==> src/rtl/gsp_pkg.sv <==
package gsp_pkg;
  // override control register layout, bit 0 = serial memory
  typedef struct packed {
    logic var_en;
    logic watt_en;
    logic smem_en;
  } ovr_ctrl_t;
endpackage

==> src/rtl/gsp_sync.sv <==
module gsp_sync #(
  parameter int W = 18
) (
  input  logic         clk,
  input  logic         rst_n,
  input  logic [W-1:0] d,
  output logic [W-1:0] q
);
  logic [W-1:0] s1;

  always_ff @(posedge clk or negedge rst_n) begin
    if (!rst_n) begin
      s1 <= '0;
      q  <= '0;
    end else begin
      s1 <= d;
      q  <= s1;
    end
  end

  logic [1:0] age;
  always_ff @(posedge clk or negedge rst_n) begin
    if (!rst_n) age <= '0;
    else if (age != 2'd2) age <= age + 2'd1;
  end


  sync_lat_chk: assert property (@(posedge clk) disable iff (!rst_n)
    (age == 2'd2) |-> (q == $past(d, 2)));
endmodule

==> src/rtl/gsp_regs.sv <==
module gsp_regs
  import gsp_pkg::*;
#(
  parameter int NPIN   = 18,
  parameter int NBANK  = 3,
  parameter int CNT_W  = 5,
  parameter int ADDR_W = 3
) (
  input  logic              clk,
  input  logic              rst_n,
  input  logic              bus_wr,
  input  logic [ADDR_W-1:0] bus_addr,
  input  logic [7:0]        bus_wdata,
  output logic [7:0]        bus_rdata,
  input  logic [NPIN-1:0]   pin_lvl,
  input  logic [NPIN-1:0]   lcd_own,
  output logic [NPIN-1:0]   data_q,
  output logic [NPIN-1:0]   dir_q,
  output logic [CNT_W-1:0]  lcd_cnt,
  output ovr_ctrl_t         ctrl
);
  localparam int DIR_BASE = NBANK;
  localparam int CNT_ADDR = 2 * NBANK;
  localparam int CTL_ADDR = 2 * NBANK + 1;
  localparam int LAST_W   = NPIN - 8 * (NBANK - 1);

  logic [NPIN-1:0] io_out;
  assign io_out = ~lcd_own & dir_q;

  for (genvar i = 0; i < NPIN; i++) begin : g_bit
    localparam int B = i / 8;
    localparam int J = i % 8;

    always_ff @(posedge clk or negedge rst_n) begin
      if (!rst_n) data_q[i] <= 1'b0;
      else if (bus_wr && bus_addr == ADDR_W'(B) && io_out[i]) data_q[i] <= bus_wdata[J];
    end

    always_ff @(posedge clk or negedge rst_n) begin
      if (!rst_n) dir_q[i] <= 1'b0;
      else if (bus_wr && bus_addr == ADDR_W'(DIR_BASE + B)) dir_q[i] <= bus_wdata[J];
    end


    data_hold_chk: assert property (@(posedge clk) disable iff (!rst_n)
      (bus_wr && bus_addr == ADDR_W'(B) && !io_out[i]) |=> $stable(data_q[i]));
  end

  always_ff @(posedge clk or negedge rst_n) begin
    if (!rst_n) begin
      lcd_cnt <= '0;
      ctrl    <= '0;
    end else if (bus_wr) begin
      if (bus_addr == ADDR_W'(CNT_ADDR)) lcd_cnt <= bus_wdata[CNT_W-1:0];
      if (bus_addr == ADDR_W'(CTL_ADDR)) ctrl <= ovr_ctrl_t'(bus_wdata[2:0]);
    end
  end

  logic [NBANK*8-1:0] rd_data_v, rd_dir_v;
  always_comb begin
    rd_data_v = '0;
    rd_dir_v  = '1;
    rd_data_v[NPIN-1:0] = pin_lvl & ~lcd_own;
    rd_dir_v[NPIN-1:0]  = dir_q;
  end

  always_comb begin
    bus_rdata = '0;
    for (int b = 0; b < NBANK; b++) begin
      if (bus_addr == ADDR_W'(b))            bus_rdata = rd_data_v[b*8 +: 8];
      if (bus_addr == ADDR_W'(DIR_BASE + b)) bus_rdata = rd_dir_v[b*8 +: 8];
    end
    if (bus_addr == ADDR_W'(CNT_ADDR)) bus_rdata = 8'(lcd_cnt);
    if (bus_addr == ADDR_W'(CTL_ADDR)) bus_rdata = 8'(ctrl);
  end


  rst_clear_chk: assert property (@(posedge clk) disable iff (!rst_n)
    $past(!rst_n) |-> (dir_q == '0 && data_q == '0 && lcd_cnt == '0));

  if (LAST_W < 8) begin : g_rsv

    rsv_dir_chk: assert property (@(posedge clk) disable iff (!rst_n)
      (bus_addr == ADDR_W'(DIR_BASE + NBANK - 1)) |-> (&bus_rdata[7:LAST_W]));
  end
endmodule

==> src/rtl/gsp_pinmux.sv <==
module gsp_pinmux
  import gsp_pkg::*;
#(
  parameter int NPIN     = 18,
  parameter int CNT_W    = 5,
  parameter int SCL_PIN  = 4,
  parameter int SDA_PIN  = 5,
  parameter int WATT_PIN = 6,
  parameter int VAR_PIN  = 7,
  parameter int SMEM_LIM = 18,
  parameter int WATT_LIM = 17,
  parameter int VAR_LIM  = 15
) (
  input  logic             clk,
  input  logic             rst_n,
  input  logic [CNT_W-1:0] lcd_cnt,
  input  ovr_ctrl_t        ctrl,
  input  logic [NPIN-1:0]  data_q,
  input  logic [NPIN-1:0]  dir_q,
  input  logic [NPIN-1:0]  lcd_seg,
  input  logic             mem_scl,
  input  logic             mem_sda_o,
  input  logic             watt_pulse,
  input  logic             var_pulse,
  output logic [NPIN-1:0]  lcd_own,
  output logic [NPIN-1:0]  pin_out,
  output logic [NPIN-1:0]  pin_oe
);
  logic smem_act, watt_act, var_act;
  assign smem_act = ctrl.smem_en && (lcd_cnt < CNT_W'(SMEM_LIM));
  assign watt_act = ctrl.watt_en && (lcd_cnt < CNT_W'(WATT_LIM)) && dir_q[WATT_PIN];
  assign var_act  = ctrl.var_en  && (lcd_cnt < CNT_W'(VAR_LIM))  && dir_q[VAR_PIN];

  logic [NPIN-1:0] base_out, base_oe;

  for (genvar i = 0; i < NPIN; i++) begin : g_pin
    assign lcd_own[i]  = CNT_W'(i) < lcd_cnt;
    assign base_oe[i]  = lcd_own[i] | dir_q[i];
    assign base_out[i] = lcd_own[i] ? lcd_seg[i] : data_q[i];

    if (i == SCL_PIN) begin : g_scl
      assign pin_oe[i]  = smem_act | base_oe[i];
      assign pin_out[i] = smem_act ? mem_scl : base_out[i];
    end else if (i == SDA_PIN) begin : g_sda
      assign pin_oe[i]  = smem_act ? ~mem_sda_o : base_oe[i];
      assign pin_out[i] = smem_act ? 1'b0 : base_out[i];
    end else if (i == WATT_PIN) begin : g_watt
      assign pin_oe[i]  = watt_act | base_oe[i];
      assign pin_out[i] = watt_act ? watt_pulse : base_out[i];
    end else if (i == VAR_PIN) begin : g_var
      assign pin_oe[i]  = var_act | base_oe[i];
      assign pin_out[i] = var_act ? var_pulse : base_out[i];
    end else begin : g_plain
      assign pin_oe[i]  = base_oe[i];
      assign pin_out[i] = base_out[i];
    end
  end


  sda_no_high_chk: assert property (@(posedge clk) disable iff (!rst_n)
    smem_act |-> !(pin_oe[SDA_PIN] && pin_out[SDA_PIN]));


  watt_oe_chk: assert property (@(posedge clk) disable iff (!rst_n)
    watt_act |-> pin_oe[WATT_PIN]);


  var_oe_chk: assert property (@(posedge clk) disable iff (!rst_n)
    var_act |-> pin_oe[VAR_PIN]);
endmodule

==> src/rtl/gsp_port.sv <==
module gsp_port
  import gsp_pkg::*;
#(
  parameter int NPIN = 18,
  localparam int NBANK  = (NPIN + 7) / 8,
  localparam int CNT_W  = $clog2(NPIN + 1),
  localparam int ADDR_W = $clog2(2 * NBANK + 2)
) (
  input  logic              clk,
  input  logic              rst_n,
  input  logic              bus_wr,
  input  logic [ADDR_W-1:0] bus_addr,
  input  logic [7:0]        bus_wdata,
  output logic [7:0]        bus_rdata,
  input  logic [NPIN-1:0]   pin_in,
  output logic [NPIN-1:0]   pin_out,
  output logic [NPIN-1:0]   pin_oe,
  input  logic [NPIN-1:0]   lcd_seg,
  input  logic              mem_scl,
  input  logic              mem_sda_o,
  output logic              mem_sda_i,
  input  logic              watt_pulse,
  input  logic              var_pulse
);
  localparam int SDA_PIN = 5;

  logic [NPIN-1:0]  pin_lvl, lcd_own, data_q, dir_q;
  logic [CNT_W-1:0] lcd_cnt;
  ovr_ctrl_t        ctrl;

  assign mem_sda_i = pin_in[SDA_PIN];

  gsp_sync #(.W(NPIN)) u_sync (
    .clk(clk), .rst_n(rst_n), .d(pin_in), .q(pin_lvl)
  );

  gsp_regs #(.NPIN(NPIN), .NBANK(NBANK), .CNT_W(CNT_W), .ADDR_W(ADDR_W)) u_regs (
    .clk(clk), .rst_n(rst_n), .bus_wr(bus_wr), .bus_addr(bus_addr),
    .bus_wdata(bus_wdata), .bus_rdata(bus_rdata), .pin_lvl(pin_lvl),
    .lcd_own(lcd_own), .data_q(data_q), .dir_q(dir_q),
    .lcd_cnt(lcd_cnt), .ctrl(ctrl)
  );

  gsp_pinmux #(.NPIN(NPIN), .CNT_W(CNT_W), .SDA_PIN(SDA_PIN)) u_mux (
    .clk(clk), .rst_n(rst_n), .lcd_cnt(lcd_cnt), .ctrl(ctrl),
    .data_q(data_q), .dir_q(dir_q), .lcd_seg(lcd_seg),
    .mem_scl(mem_scl), .mem_sda_o(mem_sda_o), .watt_pulse(watt_pulse),
    .var_pulse(var_pulse), .lcd_own(lcd_own), .pin_out(pin_out), .pin_oe(pin_oe)
  );
endmodule

==> config.mk <==
export PLATFORM = sky130hd
export DESIGN_NAME = gsp_port
export DESIGN_NICKNAME = d
export VERILOG_FILES = /design/src/rtl/gsp_pkg.sv /design/src/rtl/gsp_sync.sv /design/src/rtl/gsp_regs.sv /design/src/rtl/gsp_pinmux.sv /design/src/rtl/gsp_port.sv
export SDC_FILE = /design/constraint.sdc
export NUM_CORES = 1
export LEC_CHECK = 0
export CAP_MARGIN = 25
export CORE_MARGIN = 10
export CORE_UTILIZATION = 35
export DETAILED_ROUTE_END_ITERATION = 10
export PLACE_DENSITY_LB_ADDON = 0.12
export SLEW_MARGIN = 20
export SYNTH_ARGS = -nofsm -noshare
export SYNTH_HDL_FRONTEND = slang
export SYNTH_HIERARCHICAL = 1
export SYNTH_SLANG_ARGS = --single-unit
==> constraint.sdc <==
create_clock -name clk -period 4.4 [get_ports clk]
set_clock_uncertainty 0.2 [all_clocks]
set_input_delay 0.88 -clock clk [delete_from_list [all_inputs] [get_ports clk]]
set_output_delay 0.88 -clock clk [all_outputs]
set_load 0.02 [all_outputs]
==> out/results.ini <==
[routing]
drt-initial-drc-count=130
vias_per_cell=5.08
drcViolationCount=0
vias=2927
drtAntennaViolNets=0
post_drt_wl_per_cell_um=19.3
routed_wl_um=11100
drtPass1Iterations=5

[placed_design]
hpwl_um=8230
port_buffers=98
gp_congestion=0.827
dpl.cell_count=560

[timing]
clock.fmax_ghz=0.242
finalSetupTns_ns=0
period_needed_ns=4.13
relSlewSlack=0.506
tightest_slew_ns=0.742
hold_viol=0
setup_viol=0
rsz0062_at_grt=false
timing.final.crit_share=0.940
slew_violations=0

[critical_path]
critPathLaunchType=input pin
slowest_delay_ns=0.54
critPathArrivalTime_ns=3.05
cp_cell_sequence=clkdlybuf4s50_1 -> buf_4 -> mux2i_1 -> mux2i_1 -> a22o_1 -> a31o_2 -> clkdlybuf4s50_1
crit_buf_inv=3
cp-end-kind=primary output
worstPathRequired_ns=3.32
cp_max_fo=18
worst_r2r_path_depth=5
worstSetupPathDepth=7
crit_family=buffers and inverters
cp_slowest_cell=clkdlybuf4s50_1
crit_type=input pin to primary output

[floorplan]
row_count=38
die_height_um=126
pin_count=99
fp.dieW_um=126
start_util=0.361
dieArea_mm2=0.0159
fp.coreArea_mm2=0.0109

[synthesis]
synthTopCellsByArea=dfrtp_1 51%, mux2_2 16%, nand3_1 2.2%
synth_top_cell_by_area=dfrtp_1
synth.distinct_cells=54
synth-edff-count=0
ys.flop_type=dfrtp_1
seq_area_frac_synth=0.508
synthesis.area_mm2=0.00394
synth_area_per_cell_um2=11.8
syn_inst=333
synth_top_cell_area_share=0.508
synth-async-reset-ratio=1.00
yosysWarnings=6
ys_ff_latch=80
synth_nets=387

[grt]
gr-total-overflow=0
grt_usage=0.141
antenna_found_initial=0
grt_max_degree=81
grt_first_pass_wirelength_um=17700
grt_pass1_vias=3086

[cells_and_area]
syn_to_final_growth_pct=35.3
final_cell_mix=97 x clkdlybuf4s50_1, 80 x dfrtp_1, 56 x mux2_2, 22 x inv_1, 17 x nand3_1
instances_no_fill=576
register_area_mm2=0.00200
multi_input_area_mm2=0.00172
post-route-util=0.488
fillCellCount=1039
nets=485
layout-drive-gt1-share=0.245
diodes=0
final_common_cell=clkdlybuf4s50_1

[clock_tree]
post_cts_buffers=0
numClockSinks=80
cts_buffers=9
clock_path_buffers=2
clk-insertion-delay-late_ns=0.34
cts.repair.resized=0
h-tree-depth=3
cts_hold_buf=0
clkTransAtPathRegs_ns=0.06
clock-root-buffer=clkbuf_16
cts_tree=done

[power]
ir_worst_vdd_v=0.000238
comb_power_share=0.324
p_per_area_mw_per_mm2=475
pwr-share-clk=0.295
internal-power_mw=1.73
switching_share=0.315
power_frac_seq=0.381
switchingPower_mw=0.798
leakagePower_nw=2.30

[status]
outcome=finished clean

[run]
maxCapViolCount=0

[min_path]
min_path_type=register to register
hold_path_depth=0

-- routing by layer --
layer	vias up	global-route usage	wire, um
met5	-	0	0
met3	10	0.0499	824
met1	1422	0.178	5010
met4	0	0.0482	119
li1	1384	-	-
met2	111	0.218	5170
-- synthesized netlist by cell type, types with 3 or more instances --
library cell  count
or2_2             4
a32oi_1           5
dfrtp_1          80
mux2i_1           6
nand3b_1          6
o22a_1            3
a21o_1            3
nand3_1          17
o22ai_1           3
mux2_2           56
nor4b_1           3
buf_4             4
o21ai_0           7
buf_2            12
mux2_4            3
nor2b_1           5
or3_1             5
nand2_1           8
a21oi_1          13
a31oi_1           7
inv_1            22
buf_6             4
nand2b_1         12
nor2_1            5
-- cell type report --
| class | instances | share of cell area |
|---|---|---|
| tap | 140 | 0.0328 |
| clock buffer | 11 | 0.0455 |
| multi-input combinational | 209 | 0.322 |
| inverter | 23 | 0.0162 |
| timing repair buffer | 108 | 0.198 |
| sequential | 80 | 0.375 |
| clock inverter | 5 | 0.0106 |
-- power by group through the flow --
stage / Combinational [mW] / Sequential (mW) / Clock, mW
finish: 0.822 / 0.965 / 0.747
global route: 0.892 / 0.985 / 0.793
CTS: 0.835 / 0.964 / 0.764
detailed placement: 0.831 / 0.976 / 0
global placement: 0.827 / 0.977 / 0
floorplan: 0.516 / 0.926 / 0
-- logic make-up after synthesis --
group / share of synthesized area
AO/OA/AOI/OAI: 0.104
AND/OR/NAND/NOR: 0.139
flip-flops: 0.508
multiplexers: 0.192
buffers and inverters: 0.0571
-- flip-flops by register name, summed over array words and instances (netlist names) --
name / count
u_regs/ctrl: 3
u_regs/data_q: 18
u_regs/dir_q: 18
u_regs/lcd_cnt: 5
u_sync/q: 18
u_sync/s1: 18
-- worst reg2reg max path, stage by stage (launching register included) --
cell,delay (ns)
dfrtp_1,0.62
o41ai_2,0.62
inv_1,0.09
nor3_1,0.25
nand3_1,0.13
mux2_2,0.29
-- path summary, 6_finish.rpt --
check                                   from                 to  slack (ns)
setup / recovery                 bus_addr[0]       bus_rdata[0]        0.27
hold / removal                  u_sync/s1[5]        u_sync/q[5]        0.15
setup reg to reg           u_regs/lcd_cnt[3]  u_regs/data_q[16]        2.09
hold reg to reg                 u_sync/s1[5]        u_sync/q[5]        0.15
max in group asynchronous              rst_n       u_sync/q[11]        3.11
min in group asynchronous              rst_n       u_sync/s1[3]        0.35
-- through the flow --
step / cell area (um2) / power [mW] / worst slack (ns) / hold slack, ns
3_5_place_dp: 5030 / 1.81 / 0.233 / 0.135
4_1_cts: 5330 / 2.56 / 0.239 / 0.148
6_report: 5340 / 2.53 / 0.265 / 0.146
5_1_grt: 5340 / 2.67 / 0.158 / 0.154
2_1_floorplan: 3940 / 1.44 / 1.22 / 0.131
3_3_place_gp: 5030 / 1.80 / 0.288 / 0.134
Note: power is estimated with default switching activity, not from simulation.
